$ cat src/rtl/reload_timer_pkg.sv
package reload_timer_pkg;

  localparam logic [1:0] ADDR_CFG = 2'd0;
  localparam logic [1:0] ADDR_CNT = 2'd1;
  localparam logic [1:0] ADDR_RLD = 2'd2;

  typedef enum logic [1:0] {
    SEL_SLOW = 2'b00,
    SEL_FULL = 2'b01,
    SEL_EXT  = 2'b10,
    SEL_HALF = 2'b11
  } clkSel_e;

  localparam int CFG_DEC = 0;
  localparam int CFG_OE  = 1;
  localparam int CFG_TOG = 2;
  localparam int CFG_SLO = 3;
  localparam int CFG_SHI = 4;

  localparam int CNT_W = 16;

  typedef struct packed {
    logic             tick;
    logic             down;
    logic             ldCnt;
    logic             ldRld;
    logic             ldTog;
    logic             togVal;
    logic [CNT_W-1:0] data;
  } rtmStrobes_t;

endpackage

$ cat src/rtl/rtm_ctrl.sv
module rtm_ctrl
  import reload_timer_pkg::*;
#(
  parameter int DIV_SLOW    = 12,
  parameter int DIV_HALF    = 2,
  parameter int DIV_EXT     = 8,
  parameter int SYNC_STAGES = 2
) (
  input  logic             clk,
  input  logic             rst,
  input  logic             extClk,
  input  logic             dirIn,
  input  logic             regWe,
  input  logic [1:0]       regAddr,
  input  logic [CNT_W-1:0] regWdata,
  input  logic [CNT_W-1:0] cntQ,
  input  logic [CNT_W-1:0] rldQ,
  input  logic             togQ,
  output logic [CNT_W-1:0] regRdata,
  output rtmStrobes_t      strb,
  output clkSel_e          cfgSel,
  output logic             cfgOe,
  output logic             cfgDec
);

  localparam int DIV_MAX0 = (DIV_SLOW > DIV_HALF) ? DIV_SLOW : DIV_HALF;
  localparam int DIV_MAX  = (DIV_MAX0 > DIV_EXT) ? DIV_MAX0 : DIV_EXT;
  localparam int DW       = $clog2(DIV_MAX + 1);
  localparam int PIPE_W   = SYNC_STAGES + 1;

  // synchronizer plus one edge-detect stage
  logic [PIPE_W-1:0] extPipe;
  logic              extRise;

  always_ff @(posedge clk) begin
    if (rst) extPipe <= '0;
    else     extPipe <= {extPipe[PIPE_W-2:0], extClk};
  end

  assign extRise = extPipe[PIPE_W-2] & ~extPipe[PIPE_W-1];

  // configuration register
  logic    cfgWr;
  clkSel_e newSel;
  logic    selChange;

  assign cfgWr     = regWe && (regAddr == ADDR_CFG);
  assign newSel    = clkSel_e'(regWdata[CFG_SHI:CFG_SLO]);
  assign selChange = cfgWr && (newSel != cfgSel);

  always_ff @(posedge clk) begin
    if (rst) begin
      cfgSel <= SEL_SLOW;
      cfgOe  <= 1'b0;
      cfgDec <= 1'b0;
    end else if (cfgWr) begin
      cfgSel <= newSel;
      cfgOe  <= regWdata[CFG_OE];
      cfgDec <= regWdata[CFG_DEC];
    end
  end

  // prescaler
  logic [DW-1:0] divCnt;
  logic [DW-1:0] spanLast;
  logic          stepEn;
  logic          tick;

  always_comb begin
    stepEn = 1'b1;
    unique case (cfgSel)
      SEL_SLOW: spanLast = DW'(DIV_SLOW - 1);
      SEL_FULL: spanLast = '0;
      SEL_HALF: spanLast = DW'(DIV_HALF - 1);
      SEL_EXT: begin
        spanLast = DW'(DIV_EXT - 1);
        stepEn   = extRise;
      end
      default:  spanLast = '0;
    endcase
  end

  assign tick = stepEn && (divCnt == spanLast);

  always_ff @(posedge clk) begin
    if (rst || selChange) divCnt <= '0;
    else if (stepEn)      divCnt <= tick ? '0 : divCnt + 1'b1;
  end

  // strobes to the datapath
  always_comb begin
    strb.tick   = tick;
    strb.down   = cfgDec & ~dirIn;
    strb.ldCnt  = regWe && (regAddr == ADDR_CNT);
    strb.ldRld  = regWe && (regAddr == ADDR_RLD);
    strb.ldTog  = cfgWr;
    strb.togVal = regWdata[CFG_TOG];
    strb.data   = regWdata;
  end

  // read mux
  always_comb begin
    regRdata = '0;
    unique case (regAddr)
      ADDR_CFG: begin
        regRdata[CFG_SHI:CFG_SLO] = cfgSel;
        regRdata[CFG_TOG]         = togQ;
        regRdata[CFG_OE]          = cfgOe;
        regRdata[CFG_DEC]         = cfgDec;
      end
      ADDR_CNT: regRdata = cntQ;
      ADDR_RLD: regRdata = rldQ;
      default:  regRdata = '0;
    endcase
  end

endmodule

$ cat src/rtl/rtm_datapath.sv
module rtm_datapath
  import reload_timer_pkg::*;
(
  input  logic             clk,
  input  logic             rst,
  input  rtmStrobes_t      strb,
  output logic [CNT_W-1:0] cntQ,
  output logic [CNT_W-1:0] rldQ,
  output logic             togQ
);

  localparam logic [CNT_W-1:0] ALL_ONES = '1;

  logic atEdge;
  logic wrapEv;

  assign atEdge = strb.down ? (cntQ == rldQ) : (cntQ == ALL_ONES);
  assign wrapEv = strb.tick && !strb.ldCnt && atEdge;

  always_ff @(posedge clk) begin
    if (rst) begin
      cntQ <= '0;
    end else if (strb.ldCnt) begin
      cntQ <= strb.data;
    end else if (strb.tick) begin
      if (strb.down) cntQ <= atEdge ? ALL_ONES : cntQ - 1'b1;
      else           cntQ <= atEdge ? rldQ     : cntQ + 1'b1;
    end
  end

  always_ff @(posedge clk) begin
    if (rst)            rldQ <= '0;
    else if (strb.ldRld) rldQ <= strb.data;
  end

  always_ff @(posedge clk) begin
    if (rst)             togQ <= 1'b0;
    else if (strb.ldTog) togQ <= strb.togVal;
    else if (wrapEv)     togQ <= ~togQ;
  end

endmodule

$ cat src/rtl/reload_timer.sv
module reload_timer
  import reload_timer_pkg::*;
#(
  parameter int DIV_SLOW    = 12,
  parameter int DIV_HALF    = 2,
  parameter int DIV_EXT     = 8,
  parameter int SYNC_STAGES = 2
) (
  input  logic        clk,
  input  logic        rst,
  input  logic        extClk,
  input  logic        dirIn,
  input  logic        regWe,
  input  logic [1:0]  regAddr,
  input  logic [15:0] regWdata,
  output logic [15:0] regRdata,
  output logic        pinOut,
  output logic        pinOe
);

  rtmStrobes_t      strb;
  clkSel_e          cfgSel;
  logic             cfgOe;
  logic             cfgDec;
  logic [CNT_W-1:0] cntQ;
  logic [CNT_W-1:0] rldQ;
  logic             togQ;

  rtm_ctrl #(
    .DIV_SLOW(DIV_SLOW), .DIV_HALF(DIV_HALF),
    .DIV_EXT(DIV_EXT), .SYNC_STAGES(SYNC_STAGES)
  ) ctrl_i (
    .clk(clk), .rst(rst), .extClk(extClk), .dirIn(dirIn),
    .regWe(regWe), .regAddr(regAddr), .regWdata(regWdata),
    .cntQ(cntQ), .rldQ(rldQ), .togQ(togQ),
    .regRdata(regRdata), .strb(strb),
    .cfgSel(cfgSel), .cfgOe(cfgOe), .cfgDec(cfgDec)
  );

  rtm_datapath dp_i (
    .clk(clk), .rst(rst), .strb(strb),
    .cntQ(cntQ), .rldQ(rldQ), .togQ(togQ)
  );

  assign pinOe  = cfgOe;
  assign pinOut = cfgOe & togQ;

endmodule

$ cat config.mk
export PLATFORM = sky130hd
export DESIGN_NAME = reload_timer
export DESIGN_NICKNAME = d
export VERILOG_FILES = /design/src/rtl/reload_timer_pkg.sv /design/src/rtl/rtm_ctrl.sv /design/src/rtl/rtm_datapath.sv /design/src/rtl/reload_timer.sv
export SDC_FILE = /design/constraint.sdc
export NUM_CORES = 1
export LEC_CHECK = 0
export BUFFER_PORTS_ARGS = -buffer_cell sky130_fd_sc_hd__buf_4
export CAP_MARGIN = 20
export CORE_MARGIN = 5
export CORE_UTILIZATION = 30
export DETAILED_ROUTE_END_ITERATION = 12
export GPL_TIMING_DRIVEN = 0
export HOLD_SLACK_MARGIN = 0.06
export PLACE_DENSITY_LB_ADDON = 0.25
export SLEW_MARGIN = 20
export SYNTH_ARGS = -nofsm -noshare
export SYNTH_HDL_FRONTEND = slang
export SYNTH_SLANG_ARGS = --single-unit
export TNS_END_PERCENT = 50
$ cat constraint.sdc
create_clock -name clk -period 2.72 [get_ports clk]
set_clock_uncertainty 0.05 [all_clocks]
set_input_delay 0.68 -clock clk [delete_from_list [all_inputs] [get_ports clk]]
set_output_delay 0.68 -clock clk [all_outputs]
set_load 0.05 [all_outputs]
==> results.py <==
metrics = {
    "global_route": {
        "met3_usage": 0.0240,
        "grtUsageTotal": 0.191,
        "grtUsageMet2": 0.311,
        "antenna_found_initial": 0,
        "global_route_wire_length_before_repair_um": 19900,
        "vias_in_the_first_global_route": 3546,
        "grt.met1_usage": 0.263,
        "pin_count_of_the_biggest_net_entering_global_routing": 14,
        "grt-busiest-layer": "met2",
        "globalRoute.totalOverflow": 0,
    },
    "timing": {
        "final_critical_path_setup_slack_ns": 0.0481,
        "grt_setup_unrepaired": "yes",
        "final.period_utilization": 0.982,
        "fmax_ghz": 0.374,
        "setup_viol_count_final": 0,
        "worst_pin_slew_ns": 0.717,
        "drv_slew": 0,
        "timing.max_slew.rel_slack": 0.522,
        "final-hold-violation-count": 0,
        "layout_min_cycle_time_ns": 2.67,
    },
    "worst_setup_path": {
        "timing.critical_path.to_type": "output pin",
        "cp_cell_sequence": "buf_4 > inv_1 > ha_4 > clkbuf_4 > a222oi_1 > nor2_1 > buf_4",
        "critical-path-slowest-cell": "sky130_fd_sc_hd__a222oi_1",
        "critical-path-max-stage-delay_ns": 0.36,
        "r2r_end": "dp_i.cntQ[8]",
        "timing_worst_setup_path_type": "input pin to output pin",
        "crit_path_launch_type": "input pin",
        "arrival_ns": 1.94,
        "reg2reg_depth": 8,
        "worstReg2RegStart": "ctrl_i.cfgSel[1]",
        "worst-path-max-fanout": 10,
        "ff2ff_setup_slack_ns": 0.05,
        "critical-path-top-cell-by-count": "sky130_fd_sc_hd__buf_4",
        "critical_path.startpoint": "regAddr[1]",
        "cp_data_required_time_ns": 1.99,
    },
    "clock_tree": {
        "cts_made_buffers": 5,
        "tritoncts": "done",
        "cts_hold_buf": 0,
        "worstSkewPairLatency_ns": 0.30,
        "cts_root_buf": "sky130_fd_sc_hd__clkbuf_8",
        "clock_sinks": 44,
        "cts.htree.levels": 2,
        "cts.path.max_buffers": 2,
        "clk_pin_slew_worst_paths_ns": 0.09,
    },
    "placed_design": {
        "placement.io_buffers": 39,
        "place.detailed.hpwl_um": 9400,
        "worst_slack_at_placement_ns": -0.491,
        "dpl_cell_area_sq_mm": 0.00383,
        "placed_cells": 636,
        "gp_congestion": 0.969,
    },
    "die": {
        "die-area_sq_mm": 0.0134,
        "rows": 38,
        "x_dimension_of_the_die_um": 116,
        "boundaryPins": 41,
        "start_util": 0.308,
        "chipHeight_um": 116,
        "core_sq_mm": 0.0109,
    },
    "logic_synthesis": {
        "postSynthAreaPerCell_sq_um": 7.33,
        "synthFlopType": "sky130_fd_sc_hd__dfxtp_1",
        "synth_nets": 487,
        "synthArstFlopShare": 0,
        "synth_seq_area_share": 0.263,
        "synth_enable_flop_cells": 0,
        "synth-seq-cells": 44,
        "synth_area_sq_mm": 0.00335,
        "yosysWarningCount": 0,
        "synth.lib_cells_used.distinct": 65,
        "synthesis.instances": 457,
    },
    "cells_and_area": {
        "filler_cell_count": 1138,
        "areaGrowthSynthToFinish_pct": 20.7,
        "final_design_area_no_fill_sq_mm": 0.00404,
        "final-instance-count-excl-fill": 643,
        "n_antenna_cell": 0,
        "layout.nets": 532,
        "share_of_post_route_cells_with_drive_strength_above_1": 0.197,
        "multi_input_area_sq_mm": 0.00235,
        "layout_common_cells": "77 x sky130_fd_sc_hd__nand2_1, 45 x sky130_fd_sc_hd__buf_4, 43 x sky130_fd_sc_hd__dfxtp_1",
        "layout.cells.most_common": "sky130_fd_sc_hd__nand2_1",
        "seq_area_sq_um": 882,
    },
    "drt": {
        "wl_per_cell_um": 19.9,
        "drt_wl_total_um": 12800,
        "detail_route.vias_per_cell": 5.77,
        "ant_nets": 0,
        "count_of_vias_placed_by_the_detailed_router": 3712,
        "drc": 0,
        "drt_iter0_drc": 377,
        "drt_first_pass_iters": 5,
    },
    "power": {
        "power_density_mw_per_mm2": 381,
        "p_total_w": 0.00154,
        "leakage_power_summed_over_all_cells_nw": 1.49,
        "max-vdd-ir-drop_mv": 0.240,
    },
    "outcome": {
        "run_status": "complete, no violations",
    },
    "job": {
        "maxCapViolations": 0,
    },
    "hold_path": {
        "holdCritStartpoint": "ctrl_i.extPipe[0]",
        "worst_hold_path.endpoint": "ctrl_i.extPipe[1]",
        "min_path_cells": 1,
        "timing.hold.worst.class": "register to register",
    },
}
[synth_stat cells (all sizes together) (5+ instances only)]
master / n / area (sq um)
nand2: 77 / 289
dfxtp: 44 / 881
a21oi: 39 / 195
nor2: 35 / 131
clkbuf: 23 / 86.3
nor2b: 23 / 144
buf: 20 / 121
nor3: 16 / 80.1
o21ai: 16 / 80.1
xor2: 15 / 131
a22oi: 11 / 82.6
nor4: 10 / 83.8
xnor2: 10 / 87.6
nand3: 9 / 45.0
ha: 7 / 87.6
a21o: 5 / 37.5
a222oi: 5 / 50.1
a311oi: 5 / 43.8
a31oi: 5 / 31.3
and2: 5 / 31.3
and3: 5 / 31.3
inv: 5 / 18.8
[logic make-up after synthesis]
| logic type | count (synthesis) | synth area share |
|---|---|---|
| compound gates | 119 | 0.245 |
| simple gates | 211 | 0.323 |
| flops | 44 | 0.263 |
| mux | 3 | 0.00897 |
| buf+inv | 48 | 0.0676 |
| xor+xnor | 25 | 0.0654 |
| fa+ha+maj | 7 | 0.0261 |
[layer usage]
| metal | vias up | routed length, um | part of all wire |
|---|---|---|---|
| met4 | 0 | 344 | 0.027 |
| met3 | 22 | 783 | 0.061 |
| li1 | 1743 | - | - |
| met2 | 164 | 6050 | 0.47 |
| met1 | 1783 | 5640 | 0.44 |
| met5 | - | 0 | 0 |
[worst max path at each step]
stage	endpoint	slack, ns	cells past startpoint
2_1_floorplan	regRdata[1]	-0.23	6
3_3_place_gp	regRdata[10]	-0.51	8
3_5_place_dp	regRdata[10]	-0.49	8
4_1_cts	dp_i.cntQ[6]	0.03	10
5_1_grt	dp_i.cntQ[2]	-0.02	10
6_report	regRdata[3]	0.05	7
[worst max-delay path, delay by kind of cell]
family / cells / cell delay, ns
AO/OA/AOI/OAI: 1 / 0.36
adder cells (fa/ha/maj): 1 / 0.21
buffers and inverters: 4 / 0.59
AND/OR/NAND/NOR: 1 / 0.09
[stage by stage]
step	util	hold slack (ns)	setup TNS [ns]
finish	0.371	0.404	0
global route	0.371	0.438	-0.0638
CTS	0.361	0.406	0
detailed placement	0.352	0.376	-7.91
global placement	0.352	0.384	-7.69
floorplan	-	0.364	-1.09
[where the power goes]
group          switching, W  total [W]  internal (W)
Sequential        0.0000377   0.000714      0.000676
Clock              0.000238   0.000445      0.000207
Combinational      0.000236   0.000379      0.000143
Total              0.000512    0.00154       0.00103
[state kept, by name, indices dropped and copies added (netlist names)]
register / count
dp_i.cntQ: 16
dp_i.rldQ: 16
ctrl_i.divCnt: 4
ctrl_i.extPipe: 3
ctrl_i.cfgSel: 2
ctrl_i.cfgDec: 1
ctrl_i.cfgOe: 1
dp_i.togQ: 1
[layout make-up]
cell class | count | area share
Sequential cell | 44 | 0.218
Clock inverter | 1 | 0.00186
Tap cell | 140 | 0.0433
Multi-Input combinational cell | 365 | 0.582
Buffer | 40 | 0.0526
Clock buffer | 7 | 0.0214
Timing Repair Buffer | 41 | 0.0762
Inverter | 5 | 0.00464
[repair_timing]
action | 4_1_cts | 5_1_grt
pin swaps | 1 | 3
endpoints found under the setup margin | 14 | 21
resized for setup | 8 | 20
buffers inserted | 0 | 2
(Power assumes the default switching activity.)
